$ cat config.mk
export PLATFORM = sky130hd
export DESIGN_NAME = lag_class_mon
export DESIGN_NICKNAME = d
export VERILOG_FILES = /design/src/rtl/lcm_pkg.sv /design/src/rtl/lcm_port.sv /design/src/rtl/lcm_lag.sv /design/src/rtl/lag_class_mon.sv
export SDC_FILE = /design/constraint.sdc
export NUM_CORES = 1
export LEC_CHECK = 0
export ABC_AREA = 0
export ABC_CLOCK_PERIOD_IN_PS = 2040
export CAP_MARGIN = 10
export CORE_UTILIZATION = 50
export CTS_CLUSTER_DIAMETER = 80
export DETAILED_ROUTE_END_ITERATION = 8
export GPL_TIMING_DRIVEN = 0
export HOLD_SLACK_MARGIN = 0.08
export PLACE_DENSITY = 0.76
export SYNTH_ARGS = -nofsm -noshare
export SYNTH_HDL_FRONTEND = slang
export SYNTH_SLANG_ARGS = --single-unit
$ cat constraint.sdc
create_clock -name clk -period 2.04 [get_ports clk]
set_input_delay 0.408 -clock clk [delete_from_list [all_inputs] [get_ports clk]]
set_output_delay 0.408 -clock clk [all_outputs]
set_load 0.01 [all_outputs]
$ cat src/rtl/lcm_pkg.sv
package lcm_pkg;
  typedef enum logic [1:0] {
    CL_NONE  = 2'b00,
    CL_OLD   = 2'b01,
    CL_UNDET = 2'b10,
    CL_NEW   = 2'b11
  } lag_class_e;

  // region decision from a lag count and two thresholds
  function automatic lag_class_e classify(input int unsigned lag,
                                          input int unsigned old_max,
                                          input int unsigned new_min);
    if (lag <= old_max)      return CL_OLD;
    else if (lag >= new_min) return CL_NEW;
    else                     return CL_UNDET;
  endfunction

  // true when the writer lead is not strictly above the minimum
  function automatic logic gap_short(input int unsigned wr_cnt,
                                     input int unsigned rd_cnt,
                                     input int unsigned min_lead);
    return (wr_cnt <= rd_cnt + min_lead);
  endfunction
endpackage

$ cat src/rtl/lcm_port.sv
module lcm_port #(
  parameter int PTR_W      = 12,
  parameter int MIN_ACTIVE = 130,
  parameter int MIN_LOW    = 2
) (
  input  logic             clk,
  input  logic             rst_n,
  input  logic             strobe,
  input  logic             en,
  output logic             evt,
  output logic [PTR_W-1:0] cnt,
  output logic             short_hit,
  output logic             space_hit
);
  localparam int LOW_W = $clog2(MIN_LOW + 1);
  localparam logic [PTR_W-1:0] CNT_MAX = {PTR_W{1'b1}};
  localparam logic [PTR_W-1:0] ACT_MIN = PTR_W'(MIN_ACTIVE);
  localparam logic [LOW_W-1:0] LOW_MIN = LOW_W'(MIN_LOW);

  logic             strobe_q;
  logic [LOW_W-1:0] low_cnt;
  logic             started;

  assign evt       = strobe & ~strobe_q;
  assign space_hit = evt & (low_cnt < LOW_MIN);
  assign short_hit = evt & started & (cnt < ACT_MIN);

  always_ff @(posedge clk) begin
    if (!rst_n) begin
      strobe_q <= 1'b0;
      low_cnt  <= LOW_MIN;
      started  <= 1'b0;
      cnt      <= '0;
    end else begin
      strobe_q <= strobe;
      if (strobe)                 low_cnt <= '0;
      else if (low_cnt < LOW_MIN) low_cnt <= low_cnt + 1'b1;
      if (evt) started <= 1'b1;
      if (strobe)                     cnt <= '0;
      else if (en && cnt != CNT_MAX)  cnt <= cnt + 1'b1;
    end
  end

  AST_CNT_CLEARED: assert property (@(posedge clk) disable iff (!rst_n)
    evt |=> (cnt == '0));
  AST_CNT_HOLD: assert property (@(posedge clk) disable iff (!rst_n)
    (!strobe && !en) |=> $stable(cnt));
endmodule

$ cat src/rtl/lcm_lag.sv
module lcm_lag
  import lcm_pkg::*;
#(
  parameter int LAG_W   = 10,
  parameter int OLD_MAX = 119,
  parameter int NEW_MIN = 600
) (
  input  logic       clk,
  input  logic       rst_n,
  input  logic       wr_evt,
  input  logic       rd_evt,
  output lag_class_e class_q,
  output logic       undet_hit,
  output logic       new_hit
);
  localparam logic [LAG_W-1:0] LAG_MAX = {LAG_W{1'b1}};

  logic [LAG_W-1:0] lag_q;
  logic             wr_seen;
  logic             seen_now;
  logic [LAG_W-1:0] cur_lag;
  lag_class_e       region;

  assign seen_now  = wr_seen | wr_evt;
  assign cur_lag   = wr_evt ? '0 : lag_q;
  assign region    = classify(32'(cur_lag), OLD_MAX, NEW_MIN);
  assign undet_hit = rd_evt & seen_now & (region == CL_UNDET);
  assign new_hit   = rd_evt & seen_now & (region == CL_NEW);

  always_ff @(posedge clk) begin
    if (!rst_n) begin
      lag_q   <= '0;
      wr_seen <= 1'b0;
      class_q <= CL_NONE;
    end else begin
      if (wr_evt) begin
        lag_q   <= LAG_W'(1);
        wr_seen <= 1'b1;
      end else if (lag_q != LAG_MAX) begin
        lag_q <= lag_q + 1'b1;
      end
      if (rd_evt) class_q <= seen_now ? region : CL_NONE;
    end
  end

  AST_CLASS_HOLD: assert property (@(posedge clk) disable iff (!rst_n)
    !rd_evt |=> $stable(class_q));
endmodule

$ cat src/rtl/lag_class_mon.sv
module lag_class_mon
  import lcm_pkg::*;
#(
  parameter int PTR_W      = 12,
  parameter int LAG_W      = 10,
  parameter int OLD_MAX    = 119,
  parameter int NEW_MIN    = 600,
  parameter int GAP_MIN    = 600,
  parameter int MIN_ACTIVE = 130,
  parameter int MIN_LOW    = 2
) (
  input  logic       clk,
  input  logic       rst_n,
  input  logic       wr_rst,
  input  logic       wr_en,
  input  logic       rd_rst,
  input  logic       rd_en,
  input  logic       err_clr,
  output logic [1:0] lag_class,
  output logic       flag_undet,
  output logic       err_gap,
  output logic       err_wr_short,
  output logic       err_rd_short,
  output logic       err_wr_space,
  output logic       err_rd_space
);
  localparam int NFLAG = 6;

  logic             wr_evt, rd_evt;
  logic [PTR_W-1:0] wr_cnt, rd_cnt;
  logic             wr_short_hit, rd_short_hit, wr_space_hit, rd_space_hit;
  logic             undet_hit, new_hit, gap_hit, rd_active;
  logic             armed;
  lag_class_e       class_q;
  logic [NFLAG-1:0] hits, flags;

  lcm_port #(.PTR_W(PTR_W), .MIN_ACTIVE(MIN_ACTIVE), .MIN_LOW(MIN_LOW)) u_wr (
    .clk(clk), .rst_n(rst_n), .strobe(wr_rst), .en(wr_en), .evt(wr_evt),
    .cnt(wr_cnt), .short_hit(wr_short_hit), .space_hit(wr_space_hit));

  lcm_port #(.PTR_W(PTR_W), .MIN_ACTIVE(MIN_ACTIVE), .MIN_LOW(MIN_LOW)) u_rd (
    .clk(clk), .rst_n(rst_n), .strobe(rd_rst), .en(rd_en), .evt(rd_evt),
    .cnt(rd_cnt), .short_hit(rd_short_hit), .space_hit(rd_space_hit));

  lcm_lag #(.LAG_W(LAG_W), .OLD_MAX(OLD_MAX), .NEW_MIN(NEW_MIN)) u_lag (
    .clk(clk), .rst_n(rst_n), .wr_evt(wr_evt), .rd_evt(rd_evt),
    .class_q(class_q), .undet_hit(undet_hit), .new_hit(new_hit));

  assign rd_active = rd_en & ~rd_rst;
  assign gap_hit   = armed & rd_active & gap_short(32'(wr_cnt), 32'(rd_cnt), GAP_MIN);

  always_ff @(posedge clk) begin
    if (!rst_n)       armed <= 1'b0;
    else if (wr_evt)  armed <= 1'b0;
    else if (new_hit) armed <= 1'b1;
  end

  assign hits = {rd_space_hit, wr_space_hit, rd_short_hit, wr_short_hit, gap_hit, undet_hit};

  for (genvar i = 0; i < NFLAG; i++) begin : g_flag
    always_ff @(posedge clk) begin
      if (!rst_n) flags[i] <= 1'b0;
      else        flags[i] <= (flags[i] & ~err_clr) | hits[i];
    end
    AST_STICKY: assert property (@(posedge clk) disable iff (!rst_n)
      $fell(flags[i]) |-> $past(err_clr));
  end

  assign lag_class    = class_q;
  assign flag_undet   = flags[0];
  assign err_gap      = flags[1];
  assign err_wr_short = flags[2];
  assign err_rd_short = flags[3];
  assign err_wr_space = flags[4];
  assign err_rd_space = flags[5];

  AST_WARN_WITH_UNDET: assert property (@(posedge clk) disable iff (!rst_n)
    $rose(flag_undet) |-> (lag_class == CL_UNDET));
  AST_GAP_ON_READ: assert property (@(posedge clk) disable iff (!rst_n)
    $rose(err_gap) |-> ($past(rd_en) && !$past(rd_rst)));
endmodule

==> flow_metrics.tcl <==
set metrics [dict create \
    fill_cells 472 \
    p_switching_uw 409 \
    pwr-share-comb_pct 6.3 \
    worstPathCellList "inv_4, ha_4, nand2b_4, a21oi_4, o21ai_2, xor2_1, ha_1, nand3_2, o41ai_2, o21ai_1, o21ai_1" \
    drt-initial-drc-count 166 \
    synthArstFlopShare_pct 0 \
    syn_area_per_cell_um2 8.75 \
    synth_xor_area_share_pct 4.90 \
    setup_viol 1 \
    endpoint_kind "flop" \
    crit_top_cell "o21ai_1" \
    clkPwrFrac_pct 40.1 \
    r2r_start "u_rd.cnt[4]" \
    diodes 0 \
    dp_hpwl_um 4290 \
    syn_inst 327 \
    p_seq_share_pct 53.6 \
    synth_nets 351 \
    synthMuxAreaShare_pct 1.05 \
    seq_area_um2 1030 \
    grt_overflow 0 \
    outcome "complete, but fails checks" \
    synth-simple-area-share_pct 24.2 \
    yosys_warnings 0 \
    synth_fa_ha_area_share_pct 7.43 \
    failed_checks "setup timing" \
    rsz0062_at_grt "yes" \
    ys.flop_type "dfxtp_1" \
    grt_pass1_vias 2363 \
    hp-class "flop to flop" \
    clock_sinks 51 \
    antenna_found_initial 0 \
    clock_path_buffers 2 \
    drcViolationCount 0 \
    netSwitchingFraction_pct 21.3 \
    setup_ws_ns -0.0837 \
    hold_start "u_rd.started" \
    routed_wl_um 6030 \
    reg2reg_depth 11 \
    gp_congestion 0.819 \
    clk_latency_ns 0.30 \
    chipWidth_um 77.7 \
    p_leak_nw 1.24 \
    wl_met1_um 2860 \
    wl_met3_um 212 \
    portBuffers 14 \
    cts_made_buffers 5 \
    synth_compound_area_share_pct 22.0 \
    grt.total_usage_pct 21.9 \
    cp_max_fo 3 \
    die_height_um 77.7 \
    finalCritPeriodShare_pct 104 \
    drive_above_1_share_pct 12.6 \
    htreeDepth 2 \
    fin_worst_skew_ns 0.00816 \
    worst_ep_required_time_ns 2.28 \
    reg2reg_to "err_gap" \
    highest_layer "met4" \
    vias 2447 \
    ys_ff_latch 51 \
    nNetsFinal 379 \
    fin_crit_ns 2.12 \
    hold_end "u_rd.started" \
    dr.pass1.iters 4 \
    cts_tree "done" \
    arrival_ns 2.36 \
    cts_root_buf "clkbuf_8" \
    synth_top_family_by_area "simple AND/OR/NAND/NOR gates" \
    intPower_mw 1.51 \
    crit_slowest_cell "dfxtp_4" \
    rows 27 \
    worstSetupPathType "flop to flop" \
    path_buf_inv 1 \
    post-route-util_pct 60.6 \
    core_um2 5510 \
    grt_max_degree 16 \
    synth.distinct_cells 53 \
    routedWlPerCell_um 14.1 \
    cts.clk_slew.worst_paths_ns 0.09 \
    multi_input_area_um2 1760 \
    relSlewSlack_pct 69.8 \
    rrSetupSlack_ns -0.08 \
    path_delay_family "compound AO/OA/AOI/OAI gates" \
    synth_edf_count 0 \
    ir_drop_mv 0.306 \
    start_kind "flop" \
    drv_slew 0 \
    syn_to_final_growth_pct 16.6 \
    fmax_ghz 0.471 \
    synth.cell_area_um2 2860 \
    start_util_pct 52.0 \
    ios 15 \
    max_stage_delay_ns 0.38 \
    yosysSeqAreaShare_pct 35.7 \
    drv_cap 0 \
    die_area_um2 6030 \
    vias_per_cell 5.72 \
    grt_pass1_wl_um 10600 \
    power_density_nw_per_um2 575 \
    whs_path_depth 1 \
    wl_met2_um 2890 \
    ant_nets 0 \
    post-place-ws_ns -0.233 \
    hold_violations 0 \
    worst_pin_slew_ns 0.450 \
]
==> what timing repair did <==
action                                  CTS  global route
resized for setup                        11             1
cloned                                    0             0
hold buffers                              0             0
pin swaps                                 6             1
setup buffers                             8             0
endpoints found under the setup margin    1             9
==> logic make-up after synthesis <==
logic type                 Yosys count
xor gates and xnor gates            16
buffers and inverters               29
adders and majority gates           17
DFF                                 51
AOI/OAI and AO/OA                   91
and+or+nand+nor                    120
muxes                                3
==> Yosys cell counts, types with 2 or more instances <==
| library cell | number | area share [%] |
|---|---|---|
| nor3_1 | 5 | 0.87 |
| or3_1 | 8 | 1.7 |
| buf_6 | 2 | 0.79 |
| and2_1 | 7 | 1.5 |
| a21o_1 | 2 | 0.52 |
| or4_1 | 7 | 1.8 |
| buf_4 | 2 | 0.52 |
| nand4_2 | 2 | 0.87 |
| o41ai_4 | 2 | 1.9 |
| inv_1 | 17 | 2.2 |
| nand2_1 | 21 | 2.8 |
| nand3b_1 | 2 | 0.52 |
| mux2i_1 | 3 | 1.0 |
| ha_1 | 17 | 7.4 |
| o21a_1 | 3 | 0.79 |
| o21ai_0 | 20 | 3.5 |
| nand2b_1 | 8 | 1.7 |
| o311ai_0 | 2 | 0.61 |
| nor2b_1 | 8 | 1.7 |
| xnor2_1 | 9 | 2.8 |
| a21oi_1 | 25 | 4.4 |
| buf_2 | 4 | 0.70 |
| a211oi_1 | 5 | 1.3 |
| dfxtp_1 | 51 | 36 |
| o31ai_1 | 7 | 1.8 |
| nand3_1 | 13 | 2.3 |
| nor4_1 | 3 | 0.66 |
| a21boi_0 | 7 | 1.8 |
| a31oi_1 | 3 | 0.66 |
| o41ai_1 | 3 | 0.92 |
| o22ai_1 | 2 | 0.44 |
| clkbuf_1 | 4 | 0.52 |
| a311oi_1 | 2 | 0.61 |
| nand4_1 | 8 | 1.7 |
| xor2_1 | 7 | 2.1 |
| nor2_1 | 19 | 2.5 |
==> metal layers <==
layer  GRT usage [%]  vias to the layer above
met5               0                        -
met4            6.23                        0
met3            4.94                        6
met2            37.0                       42
met1            27.7                     1139
li1                -                     1260
==> area by class of cell <==
cell class | count | area share, %
inverters | 17 | 1.99
well taps | 72 | 2.70
plain buffers | 11 | 2.06
multi-input cells | 247 | 52.6
flip-flops and latches | 51 | 30.8
repair buffers | 22 | 6.00
clock inverters | 1 | 0.900
clock buffers | 7 | 2.92
==> through the flow <==
step | std cells | setup TNS, ns | cell area, um^2 | power [mW] | hold slack [ns]
detailed placement | 413 | -0.546 | 3120 | 1.17 | 0.457
global placement | 413 | -0.442 | 3120 | 1.17 | 0.447
CTS | 429 | -0.0534 | 3340 | 1.94 | 0.478
finish | 428 | -0.0837 | 3340 | 1.92 | 0.477
global route | 428 | -0.167 | 3340 | 2.01 | 0.513
floorplan | 327 | 0 | 2890 | 1.12 | 0.437
==> layout by cell type (no fill, tap or decap), drive strengths merged, types with 3 or more instances in the layout <==
| cell type | instances |
|---|---|
| o31ai | 7 |
| a21boi | 8 |
| clkdlybuf4s50 | 14 |
| ha | 17 |
| nand2b | 8 |
| buf | 16 |
| nand3 | 15 |
| a211oi | 5 |
| or3 | 8 |
| o21ai | 20 |
| mux2i | 3 |
| nor4 | 4 |
| inv | 17 |
| o21a | 3 |
| nor3 | 6 |
| xor2 | 7 |
| a21oi | 25 |
| nand2 | 21 |
| dfxtp | 51 |
| clkbuf | 10 |
| nand4 | 10 |
| nor2 | 19 |
| or4 | 7 |
| a31oi | 3 |
| nor2b | 8 |
| xnor2 | 9 |
| and2 | 7 |
| o41ai | 5 |
==> registers in the layout (all words and copies together), names as in the netlist, 2 cells and up <==
| register | flops |
|---|---|
| u_lag.lag_q | 10 |
| u_lag.class_q | 2 |
| u_rd.low_cnt | 2 |
| u_wr.low_cnt | 2 |
| u_rd.cnt | 12 |
| u_wr.cnt | 12 |
==> worst max path at each step <==
stage	start	to	slack (ns)	depth (start not counted)
finish	u_rd.cnt[4]	err_gap	-0.08	11
global route	u_rd.cnt[4]	err_gap	-0.17	11
CTS	u_rd.cnt[4]	err_gap	-0.05	11
detailed placement	u_rd.cnt[3]	err_gap	-0.23	11
global placement	u_rd.cnt[3]	err_gap	-0.21	11
floorplan	u_rd.cnt[3]	err_gap	0.01	11
==> power groups by stage <==
stage | registers, mW | clock network (mW) | logic [mW]
CTS | 1.03 | 0.788 | 0.122
global route | 1.03 | 0.841 | 0.136
global placement | 1.05 | 0 | 0.118
finish | 1.03 | 0.770 | 0.121
detailed placement | 1.05 | 0 | 0.120
floorplan | 1.05 | 0 | 0.0716
No activity file was read; power rests on OpenSTA's default activity.
